===== src/rtl/hotplug_evt_regs.sv =====
module hotplug_evt_regs #(
  parameter int MAX_CPUS = 256,
  parameter int BOOT_CPUS = 10,
  parameter logic [31:0] NONHP_MASK = 32'h0000_0003
) (
  input  logic        clk,
  input  logic        rst,
  input  logic [5:0]  reg_addr,
  input  logic        reg_wr,
  input  logic [31:0] reg_wdata,
  output logic [31:0] reg_rdata,
  input  logic        slot_evt,
  input  logic [4:0]  slot_num,
  input  logic        slot_insert,
  input  logic        slot_cold,
  input  logic        cpu_add,
  input  logic        cpu_rem,
  input  logic [7:0]  cpu_idx,
  output logic        eject_req,
  output logic [4:0]  eject_slot,
  output logic        bus_flag,
  output logic        cpu_flag
);
  localparam logic [5:0] A_UP = 6'h00, A_DN = 6'h04, A_EJ = 6'h08, A_RM = 6'h0C, A_ST = 6'h10;
  localparam logic [31:0] REMOVABLE = ~NONHP_MASK;

  function automatic logic [255:0] boot_map();
    logic [255:0] m;
    for (int i = 0; i < 256; i++) m[i] = (i < BOOT_CPUS) && (i < MAX_CPUS);
    return m;
  endfunction
  localparam logic [255:0] CPU_INIT = boot_map();

  function automatic logic [4:0] low_idx(input logic [31:0] v);
    logic [4:0] k;
    k = 5'd0;
    for (int i = 31; i >= 0; i--) if (v[i]) k = 5'(i);
    return k;
  endfunction

  logic [31:0]  up_map, dn_map;
  logic [255:0] cpu_map;
  logic         slot_hot, cpu_ok, cpu_evt, ej_fire;
  logic [4:0]   ej_k;

  assign slot_hot = slot_evt && !(slot_insert && slot_cold);
  assign cpu_ok   = 32'(cpu_idx) < MAX_CPUS;
  assign cpu_evt  = (cpu_add || cpu_rem) && cpu_ok;
  assign ej_k     = low_idx(reg_wdata);
  assign ej_fire  = reg_wr && reg_addr == A_EJ && reg_wdata != 32'd0 && REMOVABLE[ej_k];

  always_ff @(posedge clk) begin
    if (rst) begin
      up_map <= '0;
      dn_map <= '0;
    end else if (slot_hot) begin
      up_map <= slot_insert ? (32'd1 << slot_num) : 32'd0;
      dn_map <= slot_insert ? 32'd0 : (32'd1 << slot_num);
    end else if (reg_wr) begin
      if (reg_addr == A_UP) up_map <= reg_wdata;
      if (reg_addr == A_DN) dn_map <= reg_wdata;
    end
  end

  always_ff @(posedge clk) begin
    if (rst) begin
      bus_flag <= 1'b0;
      cpu_flag <= 1'b0;
    end else begin
      bus_flag <= slot_hot | (bus_flag & ~(reg_wr && reg_addr == A_ST && reg_wdata[1]));
      cpu_flag <= cpu_evt  | (cpu_flag & ~(reg_wr && reg_addr == A_ST && reg_wdata[2]));
    end
  end

  always_ff @(posedge clk) begin
    if (rst) cpu_map <= CPU_INIT;
    else if (cpu_ok) begin
      if (cpu_add) cpu_map[cpu_idx] <= 1'b1;
      else if (cpu_rem) cpu_map[cpu_idx] <= 1'b0;
    end
  end

  always_ff @(posedge clk) begin
    if (rst) begin
      eject_req  <= 1'b0;
      eject_slot <= 5'd0;
    end else begin
      eject_req <= ej_fire;
      if (ej_fire) eject_slot <= ej_k;
    end
  end

  always_comb begin
    reg_rdata = 32'd0;
    if (reg_addr[5]) reg_rdata = {24'd0, cpu_map[{reg_addr[4:0], 3'b000} +: 8]};
    else case (reg_addr)
      A_UP: reg_rdata = up_map;
      A_DN: reg_rdata = dn_map;
      A_RM: reg_rdata = REMOVABLE;
      A_ST: reg_rdata = {29'd0, cpu_flag, bus_flag, 1'b0};
      default: reg_rdata = 32'd0;
    endcase
  end


  ins_onehot_chk: assert property (@(posedge clk) disable iff (rst)
    slot_evt && slot_insert && !slot_cold |=> $countones(up_map) == 1 && dn_map == 32'd0);

  rem_onehot_chk: assert property (@(posedge clk) disable iff (rst)
    slot_evt && !slot_insert |=> $countones(dn_map) == 1 && up_map == 32'd0);

  cold_quiet_chk: assert property (@(posedge clk) disable iff (rst)
    slot_evt && slot_insert && slot_cold && !reg_wr |=> $stable(up_map) && $stable(dn_map));

  bus_flag_chk: assert property (@(posedge clk) disable iff (rst)
    slot_evt && !(slot_insert && slot_cold) |=> bus_flag);

  cpu_flag_chk: assert property (@(posedge clk) disable iff (rst)
    (cpu_add || cpu_rem) |=> cpu_flag);

  eject_src_chk: assert property (@(posedge clk) disable iff (rst)
    eject_req |-> $past(reg_wr) && $past(reg_addr) == A_EJ && REMOVABLE[eject_slot]);

  add_wins_chk: assert property (@(posedge clk) disable iff (rst)
    cpu_add && cpu_ok |=> cpu_map[$past(cpu_idx)]);
endmodule


===== config.mk =====
export PLATFORM = sky130hd
export DESIGN_NAME = hotplug_evt_regs
export DESIGN_NICKNAME = d
export VERILOG_FILES = /design/src/rtl/hotplug_evt_regs.sv
export SDC_FILE = /design/constraint.sdc
export NUM_CORES = 1
export LEC_CHECK = 0
export ABC_AREA = 1
export BUFFER_PORTS_ARGS = -buffer_cell sky130_fd_sc_hd__buf_2
export CORE_MARGIN = 10
export CORE_UTILIZATION = 40
export CTS_CLUSTER_SIZE = 30
export DETAILED_ROUTE_END_ITERATION = 8
export SYNTH_ARGS = -nofsm -noshare
export SYNTH_HDL_FRONTEND = slang
export SYNTH_SLANG_ARGS = --single-unit

===== constraint.sdc =====
create_clock -name clk -period 1.7 [get_ports clk]
set_input_delay 0.085 -clock clk [delete_from_list [all_inputs] [get_ports clk]]
set_output_delay 0.085 -clock clk [all_outputs]
set_load 0.1 [all_outputs]

# Yosys cells after proc, flatten, opt, wreduce, memory -nomap -nowiden
# Memory sizes are Yosys's and may differ from the RTL's.
# Cells that the tools add are included.
[totals]
register_bits = 328
rom_bits = 32
input_bits = 59
out_inout_bits = 40
elab_cells = 92
mem_count = 1
[op_classes]
n_lt_le_gt_ge = 3
n_eq_ne = 4
shift = 2
n_mux = 47
bitwise_logic = 9
n_reduce_logical = 19
[memory_table]
columns = ["name", "depth", "width", "read_ports", "rd_clocked_by_memory_dff", "write_ports", "line_no", "source"]
rows = [
  ["(no name shown)", 32, 1, 1, 0, 0, "50", "assign ej_fire = reg_wr && reg_addr == A_EJ && reg_wdata != 32'd0 && REMOVABLE[ej_k];"],
]
[ops]
columns = ["cell", "n"]
rows = [
  ["$mux 256", 2],
  ["$mux 32", 9],
  ["$and 256x256->256", 1],
  ["$not 256->256", 1],
  ["$or 256x256->256", 1],
  ["$shiftx 256x9->8", 1],
  ["$mux 5", 32],
  ["$pmux 32 s4", 1],
  ["$reduce_bool 32->1", 1],
  ["$shl 1x5->32 const A", 1],
  ["$eq 6x4->1 const B", 2],
  ["$logic_and 1x1->1", 9],
  ["$lt 8x9->1 const B", 1],
  ["$demux 1 s8", 1],
  ["$ge 8x1->1 const B", 1],
  ["$reduce_bool 2->1", 4],
  ["$eq 6x3->1 const B", 1],
  ["$eq 6x5->1 const B", 1],
  ["$logic_not 6->1", 1],
  ["$lt 5x6->1 const B", 1],
  ["$reduce_and 2->1", 2],
  ["$and 1x1->1", 2],
  ["$mux 1", 2],
  ["$not 1->1", 2],
  ["other kinds (3)", 4],
]

# Depth between registers and ports, before layout
# Gate-level depths: netlist of the first run.
[depth]
depth_word = 35
depth_mapped = 33
mapped_depth_nobuf = 33

# Worst setup path before layout of the first run
# Ideal clock, no wire load.
[synth_timing]
kind = "reg2out"
start = "register bus_flag"
end = "output reg_rdata[1]"
arrival_ns = 2.644
required_ns = 1.615
setup_slack_ns = -1.029
path_stages_with_launch = 3
n_path_buf = 0
cell_sequence = "dfxtp_1 inv_1 o2111ai_1"
[synth_via]
elab_chain_cells = 2
[synth_lines]
columns = ["element", "line_no", "source"]
rows = [
  ["start, declared", "21", "output logic bus_flag,"],
  ["start signal, assigned", "70", "bus_flag <= slot_hot | (bus_flag & ~(reg_wr && reg_addr == A_ST && reg_wdata[1]));"],
  ["$pmux 32 s4", "96", "else case (reg_addr)"],
  ["$mux 32", "95", "if (reg_addr[5]) reg_rdata = {24'd0, cpu_map[{reg_addr[4:0], 3'b000} +: 8]};"],
  ["end, declared", "11", "output logic [31:0] reg_rdata,"],
]
# Every way passes these cells.

==> impl_results.md, run 1 <==
* R2R setup slack at ~0.37 ns
* Fmax at about 0.43 GHz
* P_sw at slightly above 5 mW
* Synth area leader: dfxtp_1
* Nets at ~2400
* WL per Instance at ~20 um
* Fin. Hold Viols at 0
* Maxcap violations at 0
* Status: finished with violations
* Avg Inst Size Synth at 7.18 um2
* Place WS at -0.543 ns
* Final Cell Area at between 0.02 and 0.025 mm2
* Peak supply drop at between 500 and 600 uV
* H-tree depth at 2
* Main synth FF type: dfxtp_1
* Worst Setup Slack, final at -0.648 ns
* Die area at between 0.04 and 0.05 mm2
* Hold WC Path Type: input pin to flop
* Antenna-violating nets left at 0
* Via count normalized by instance count at around 6.0
* CTS Root Cell: clkbuf_16
* Worst Path Required at 1.62 ns
* Layout overhead on the synthesized area at 31.0%
* First-pass GRT wire length at just over 90 mm
* Synth area leaders: dfxtp_1, a21oi_1, a311oi_1, o21ai_0, nor2_1
* Seq pwr share at a little over two fifths
* Via Count at approximately 17000
* Largest net degree at the start of global routing at around 130
* Final wirelength at between 50 and 60 mm
* Initial drt markers at about 1900
* DIE HEIGHT at between 200 and 250 um
* Syn. warnings at 0
* Syn Std Cell Area at approximately 0.016 mm2
* Initial core utilization at 40.7%
* DRC violations left at 0
* Clock transition at path regs at around 0.06 ns
* Area of the multi-input gates at 0.00849 mm2
* Post-synth top area share at about two fifths
* Synth top cells by count: a21oi_1, nor2_1, dfxtp_1
* Sw frac at between 20% and 30%
* Static Leak at a little under 8 nW
* GRT Resource Usage Total at a little under a quarter
* Worst Skew at 0 ns
* Register area share after synthesis at about two fifths
* Ys async rst share at 0%
* Placeable core area at about 0.04 mm2
* Fin crit share at 138%
* Synth Register Bits at 328
* GR Overflow Total at 0
* Count leader, synth: a21oi_1
* Initial antenna violation count at 0
* Startpoint Class: flop
* Final setup vio count at 23
* Die Width at 219 um
* CTS sink count at 328
* Int Power at between 10 and 15 mW
* Post-synth cell types at 30
* Setup TNS at -4.91 ns
* Syn nets at roughly 2300
* Clock power share at a little over two fifths
* CP Class: flop to output pin
* I/O pin count at 99
* CTS tree: yes
* First drt pass iteration count at 6
* Failing checks: negative setup slack
* Vias in the first global route at 16100
* FF+latch area at ~0.0066 mm2
* CTS Buf Count at 37
* Critical Path Sink Type: output pin
* Row cnt at 72
* Layout fillers at roughly 3700
* Share of cells above drive strength 1 at 20.8%
* Number of enable flip-flop cells after synthesis at 0
* Clock latency on the worst-skew pair at 0.55 ns
* Tmin final at around 2.3 ns
* CP Data Arrival Time at between 2 and 2.5 ns
* Total Power at 18.7 mW
* Synth Instances at around 2200
* Clk buf depth at 3
* Port Buffers at 98
* Unrepaired setup endpoints after global routing: yes
* Post-DP Area at 0.0189 mm2
* Slew at the pin closest to its max-slew limit at 1.14 ns
* Max Slew Vio Count at 0
* Max FO, Critical Path at 2
* GPL Wtd Cong at 0.924
* Pwr/cell area at about 900 mW/mm2
* HPWL after detailed placement at around 39 mm
* Slew margin rel. at a little under a quarter
* Comb power frac at ~14%
## per-stage QoR
stage / hold WS [ns] / std cells / util [%]
global route: 0.0314 / 2882 / 53.4
floorplan: 0.252 / 2207 / -
finish: 0.0142 / 2883 / 53.4
CTS: 0.000692 / 2884 / 52.9
detailed placement: 0.343 / 2788 / 48.5
global placement: 0.346 / 2788 / 48.5
## path summary, 6_finish.rpt
kind / startpoint / to / depth (start not counted)
setup reg to reg: bus_flag$_SDFF_PP0_ / bus_flag$_SDFF_PP0_ / 3
setup / recovery: flop / reg_rdata[4] / 8
hold / removal: reg_wdata[29] / up_map[29]$_SDFFE_PP0P_ / 4
hold reg to reg: eject_slot[4]$_SDFFE_PP0P_ / eject_slot[4]$_SDFFE_PP0P_ / 2
## routing by layer
layer | track usage (%) | wire length [um]
met1 | 32.4 | 25500
met2 | 35.9 | 26000
met3 | 4.32 | 5020
met4 | 7.45 | 1370
met5 | 0 | 0
## cells by family after synthesis
family	share of synthesized area (%)
AO/OA/AOI/OAI	34.7
AND/OR/NAND/NOR	15.7
buffers and inverters	8.15
flip-flops	41.4
## timing repair
action / CTS / global route
setup buffers: 0 / 1
hold buffers: 28 / 0
endpoints found under the setup margin: 32 / 38
pin swaps: 58 / 38
gates resized for setup: 96 / 69
endpoints found under the hold margin: 49 / 0
## area by class of cell
class                   instances  share of cell area (%)
well taps                     518                    3.12
inverters                     111                    2.05
multi-input cells            1540                    40.9
repair buffers                317                    16.2
flip-flops and latches        328                    31.7
clock buffers                  56                    5.44
diodes                          1                  0.0120
clock inverters                12                   0.572
## power groups by stage
stage	Sequential, mW	Clock [mW]	Combinational [mW]
2_1_floorplan	8.07	0	1.37
3_3_place_gp	8.05	0	2.37
3_5_place_dp	8.06	0	2.38
4_1_cts	7.89	8.33	2.50
5_1_grt	7.90	8.67	2.76
6_report	7.89	8.19	2.58
## worst max-delay path: stages (launching register included)
cell      delay (ns)
dfxtp_2         0.33
o21ai_2         0.14
o22ai_2         0.09
nand2_1         0.06
nand4_1         0.18
o211ai_1        0.32
buf_4           0.18
nand4_1         0.17
buf_12          0.23
## layout by cell type, fill, tap and decap left out, types with 26 or more instances in the layout
| cell | count |
|---|---|
| clkbuf_16 | 39 |
| a21oi_1 | 349 |
| o21ai_0 | 188 |
| inv_1 | 96 |
| nor2_1 | 295 |
| nand2_1 | 208 |
| nor2_2 | 35 |
| nand3_2 | 26 |
| o21ai_1 | 51 |
| dfxtp_1 | 309 |
| buf_4 | 141 |
| nand4_1 | 27 |
| a311oi_1 | 193 |
| buf_12 | 83 |
| buf_2 | 60 |
| o22ai_1 | 76 |
Note: power is estimated with default switching activity, not from simulation.
==> run 2: changes to the inputs <==
--- a/config.mk
+++ b/config.mk
@@ -6,11 +6,11 @@
 export NUM_CORES = 1
 export LEC_CHECK = 0
 export ABC_AREA = 1
-export BUFFER_PORTS_ARGS = -buffer_cell sky130_fd_sc_hd__buf_2
 export CORE_MARGIN = 10
 export CORE_UTILIZATION = 40
 export CTS_CLUSTER_SIZE = 30
 export DETAILED_ROUTE_END_ITERATION = 8
+export DONT_BUFFER_PORTS = 1
 export SYNTH_ARGS = -nofsm -noshare
 export SYNTH_HDL_FRONTEND = slang
 export SYNTH_SLANG_ARGS = --single-unit
==> impl_results.md, run 2 (synthesis gave the netlist of run 1 again) <==
* Via count normalized by instance count at between 5 and 6
* Worst Path Required at 1.62 ns
* Worst R2R Path Depth at 3
* Nets at ~2400
* Max FO, Critical Path at 2
* CP Data Arrival Time at around 2.2 ns
* Initial antenna violation count at 0
* Hold wc startpoint: reg_wdata[0]
* Clk buf depth at 3
* Largest net degree at the start of global routing at 130
* Initial core utilization at around 41%
* Tmin final at between 2 and 2.5 ns
* Slew margin rel. at slightly above 20%
* First-pass GRT wire length at roughly 90 mm
* H-tree depth at 2
* Startpoint Class: flop
* Maxcap violations at 0
* Max Slew Vio Count at 0
* Vias in the first global route at around 16000
* Peak supply drop at around 700 uV
* Unrepaired setup endpoints after global routing: yes
* Row cnt at 72
* Total Power at 18.6 mW
* Clock transition at path regs at 0.06 ns
* Hold-critical path depth at 3
* Worst Setup Slack, final at -0.533 ns
* CTS tree: yes
* R2R setup slack at ~0.37 ns
* Static Leak at roughly 8.3 nW
* GPL Wtd Cong at 0.896
* Hold WC Path Type: input pin to flop
* CTS Buf Count at 38
* Fin crit share at 131%
* Initial drt markers at around 1800
* Commonest non-fill, non-tap cell in the layout: a21oi_1
* GRT Resource Usage Total at about a quarter
* Final setup vio count at 8
* Die Width at about 220 um
* Critical Path Sink Type: output pin
* Fmax at 0.448 GHz
* Die area at roughly 0.048 mm2
* Port Buffers at 0
* # diodes at 0
* GR Overflow Total at 0
* CTS sink count at 328
* Post-DP Area at approximately 0.018 mm2
* Placeable core area at between 0.03 and 0.04 mm2
* HPWL after detailed placement at around 35 mm
* FF+latch area at between 0.006 and 0.007 mm2
* Pwr/cell area at 869 mW/mm2
* Layout overhead on the synthesized area at 35.0%
* CTS Root Cell: clkbuf_16
* Share of cells above drive strength 1 at 15.1%
* Area of the multi-input gates at 0.00842 mm2
* Fin. Hold Viols at 0
* First drt pass iteration count at 6
* Final wirelength at just under 60 mm
* Highest-count cells in the layout ignoring fill and taps: a21oi_1, dfxtp_1, nor2_1
* Clock latency on the worst-skew pair at around 0.56 ns
* Worst R2R End: bus_flag$_SDFF_PP0_
* Hold worst-path end: up_map[0]$_SDFFE_PP0P_
* Final Cell Area at roughly 0.021 mm2
* Failing checks: negative setup slack
* WL per Instance at between 20 and 25 um
* Worst Skew at 0 ns
* Antenna-violating nets left at 0
* DRC violations left at 0
* Slew at the pin closest to its max-slew limit at between 1 and 1.5 ns
* I/O pin count at about 100
* CP Class: flop to output pin
* Reg2reg start: bus_flag$_SDFF_PP0_
* Via Count at 17400
* Status: finished with violations
* Layout fillers at 3676
* DIE HEIGHT at roughly 220 um
* Setup TNS at -3.52 ns
==> run 2: worst max-delay path, cell delays in order (launching register included) <==
cell and delay [ns]:
dfxtp_2 0.32, o21ai_2 0.13, o22ai_1 0.10, a22o_1 0.25
a221oi_2 0.20, a21oi_1 0.12, o21ai_2 0.12, o2111ai_4 0.16
buf_12 0.20
==> run 2: cell type report <==
cell class	count	share of cell area, %
Multi-Input combinational cell	1540	39.3
Clock inverter	9	0.473
Tap cell	518	3.03
Timing Repair Buffer	346	18.9
Inverter	111	2.07
Sequential cell	328	30.8
Clock buffer	58	5.46
==> run 2: timing repair <==
action | in CTS | in global routing
hold endpoints to repair | 292 | 0
buffers inserted | 0 | 4
pin swaps | 43 | 60
resized for setup | 53 | 85
endpoints found under the setup margin | 8 | 69
hold buffers | 171 | 0
==> run 2: where the power goes <==
group | total [mW] | switching [mW] | internal (mW)
clock network | 8.42 | 3.38 | 5.04
registers | 7.89 | 0.0661 | 7.82
logic | 2.30 | 1.46 | 0.836
total | 18.6 | 4.91 | 13.7
==> run 2: worst max-delay path by stage <==
stage | to | depth (start not counted) | slack [ns] | startpoint
2_1_floorplan | reg_rdata[3] | 9 | -0.33 | reg_addr[0]
3_3_place_gp | reg_rdata[4] | 10 | -0.17 | reg_addr[1]
3_5_place_dp | reg_rdata[1] | 10 | -0.25 | reg_addr[0]
4_1_cts | reg_rdata[1] | 8 | -0.52 | flop
5_1_grt | reg_rdata[7] | 10 | -0.63 | flop
6_report | reg_rdata[1] | 8 | -0.53 | flop
==> run 2: layer usage <==
layer  global-route usage (%)  part of all wire, %  wire, um  vias up
met5                        0                    0         0        -
met4                     6.92                  2.2      1320        0
met3                     4.22                  9.8      5750       95
met2                     36.1                   44     25900      828
met1                     33.6                   44     25900     8193
li1                         -                    -         -     8239
==> run 2: per-stage QoR <==
stage / util (%) / cells / setup WS, ns / hold WS, ns
6_report: 55.0 / 2910 / -0.533 / 0.0126
5_1_grt: 55.0 / 2910 / -0.626 / 0.0155
4_1_cts: 54.4 / 2906 / -0.520 / 0.000179
3_5_place_dp: 46.5 / 2668 / -0.246 / 0.188
3_3_place_gp: 46.5 / 2668 / -0.169 / 0.190
2_1_floorplan: - / 2207 / -0.333 / 0.252
==> run 3: changes to the inputs <==
--- a/config.mk
+++ b/config.mk
@@ -6,11 +6,14 @@
 export NUM_CORES = 1
 export LEC_CHECK = 0
 export ABC_AREA = 1
+export CELL_PAD_IN_SITES_DETAIL_PLACEMENT = 0
+export CELL_PAD_IN_SITES_GLOBAL_PLACEMENT = 1
 export CORE_MARGIN = 10
-export CORE_UTILIZATION = 40
+export CORE_UTILIZATION = 42
 export CTS_CLUSTER_SIZE = 30
 export DETAILED_ROUTE_END_ITERATION = 8
 export DONT_BUFFER_PORTS = 1
+export PLACE_DENSITY_LB_ADDON = 0.1
 export SYNTH_ARGS = -nofsm -noshare
 export SYNTH_HDL_FRONTEND = slang
 export SYNTH_SLANG_ARGS = --single-unit
==> impl_results.md, run 3 (synthesis gave the netlist of run 1 again) <==
* Worst Path Required at between 1.5 and 2 ns
* Status: finished with violations
* Via Count at approximately 17000
* Post-DP Area at roughly 0.018 mm2
* First drt pass iteration count at 5
* Post-Layout Cell Count at ~2900
* WL per Instance at approximately 21 um
* DRC violations left at 0
* Place WS at -0.368 ns
* Layout overhead on the synthesized area at 34.8%
* Antenna-violating nets left at 0
* Initial drt markers at 1654
* Maxcap violations at 0
* Final setup vio count at 8
* Row cnt at roughly 70
* HPWL after detailed placement at approximately 37 mm
* Nets at 2416
* First-pass GRT wire length at roughly 95 mm
* Area of the multi-input gates at 0.00848 mm2
* Fmax at approximately 0.44 GHz
* Commonest non-fill, non-tap cell in the layout: a21oi_1
* Total Power at 18.8 mW
* Die Width at between 200 and 250 um
* GPL Wtd Cong at 0.887
* Unrepaired setup endpoints after global routing: yes
* Max Slew Vio Count at 0
* CTS sink count at 328
* Startpoint Class: flop
* Die area at 0.0459 mm2
* R2R setup slack at approximately 0.25 ns
* CP Class: flop to output pin
* Pwr/cell area at between 800 and 900 mW/mm2
* Via count normalized by instance count at 5.93
* Max FO, Critical Path at 2
* Tmin final at roughly 2.3 ns
* Share of cells above drive strength 1 at 15.8%
* Highest-count cells in the layout ignoring fill and taps: a21oi_1, dfxtp_1, nor2_1
* Clk buf depth at 3
* Slew margin rel. at about half
* Largest net degree at the start of global routing at 130
* Static Leak at 8.18 nW
* Cells after DPL at 2659
* Placeable core area at between 0.03 and 0.04 mm2
* H-tree depth at 2
* Vias in the first global route at between 15000 and 20000
* Slew at the pin closest to its max-slew limit at 0.731 ns
* Worst hold slack at roughly 0.017 ns
* CTS Root Cell: clkbuf_16
* CTS tree: yes
* Layout fillers at 3519
* Final wirelength at just over 60 mm
* Clock latency on the worst-skew pair at about 0.54 ns
* GRT Resource Usage Total at 25.3%
* GR Overflow Total at 0
* CTS Buf Count at 39
* Clock transition at path regs at ~0.06 ns
* Worst Skew at 0 ns
* Hold WC Path Type: input pin to flop
* Fin crit share at 135%
* CP Data Arrival Time at approximately 2.2 ns
* Peak supply drop at roughly 650 uV
* I/O pin count at 99
* Fin. Hold Viols at 0
* Initial antenna violation count at 0
* # diodes at 0
* Worst Setup Slack, final at -0.595 ns
* FF+latch area at roughly 0.0066 mm2
* Final Cell Area at about 0.021 mm2
* Port Buffers at 0
* Failing checks: negative setup slack
* DIE HEIGHT at about 210 um
* Initial core utilization at a little over two fifths
* Critical Path Sink Type: output pin
run 3: changes by cell type in the layout (fill, tap and decap cells not counted), moves of 2 or more:
cell            previous run  this run
clkbuf_1                   9         6
o21ai_0                  194       189
dlymetal6s4s_1            10         2
dfxtp_2                   19        24
buf_12                    76        71
dfxtp_1                  309       304
clkbuf_16                 41        43
dlygate4sd3_1            159       163
o21ai_1                   45        42
clkinv_2                   6        11
nor2_1                   303       301
o21ai_2                   18        26
buf_6                      4         2
run 3: repair_timing:
item / in CTS / in global routing
buffers inserted: 0 / 2
pin swaps: 51 / 43
gates resized for setup: 75 / 78
endpoints found under the setup margin: 8 / 130
gates cloned: 0 / 1
endpoints found under the hold margin: 289 / 0
hold buffers: 167 / 0
run 3: metrics by stage:
| stage | utilization (%) | setup TNS, ns |
|---|---|---|
| 6_report | 57.0 | -3.77 |
| 5_1_grt | 57.0 | -4.59 |
| 4_1_cts | 56.3 | -4.76 |
| 3_5_place_dp | 48.1 | -3.91 |
| 3_3_place_gp | 48.1 | -3.06 |
| 2_1_floorplan | - | -1.66 |
run 3: path summary, 6_finish.rpt:
kind	depth (start not counted)	start	to
hold reg to reg	2	eject_slot[4]$_SDFFE_PP0P_	eject_slot[4]$_SDFFE_PP0P_
setup reg to reg	4	cpu_flag$_SDFF_PP0_	cpu_flag$_SDFF_PP0_
hold / removal	4	cpu_idx[5]	flop
setup / recovery	8	flop	reg_rdata[1]
run 3: report_power, final:
group	total (mW)	leakage, nW	switching, mW	internal (mW)
Sequential	7.89	2.67	0.0648	7.82
Combinational	2.32	4.86	1.49	0.825
Clock	8.59	0.648	3.44	5.15
Total	18.8	8.18	5.00	13.8
run 3: layout make-up:
| class | instances | area share [%] |
|---|---|---|
| Sequential cell | 328 | 30.9 |
| Timing Repair Buffer | 337 | 18.3 |
| Clock buffer | 54 | 5.36 |
| Clock inverter | 15 | 0.732 |
| Inverter | 111 | 2.08 |
| Tap cell | 511 | 2.99 |
| Multi-Input combinational cell | 1540 | 39.7 |
run 3: critical path, cell delays in order, from the launching register on:
cell and delay (ns):
dfxtp_1 0.31, o21ai_0 0.22, o22ai_1 0.13, a221oi_2 0.32, a21oi_1 0.09, o21ai_1 0.13, buf_4 0.17, o2111ai_4 0.11
buf_12 0.19
run 3: routing by layer:
layer | track usage [%] | part of all wire (%)
met1 | 33.3 | 43
met2 | 41.1 | 47
met3 | 4.20 | 7.0
met4 | 8.89 | 2.7
met5 | 0 | 0
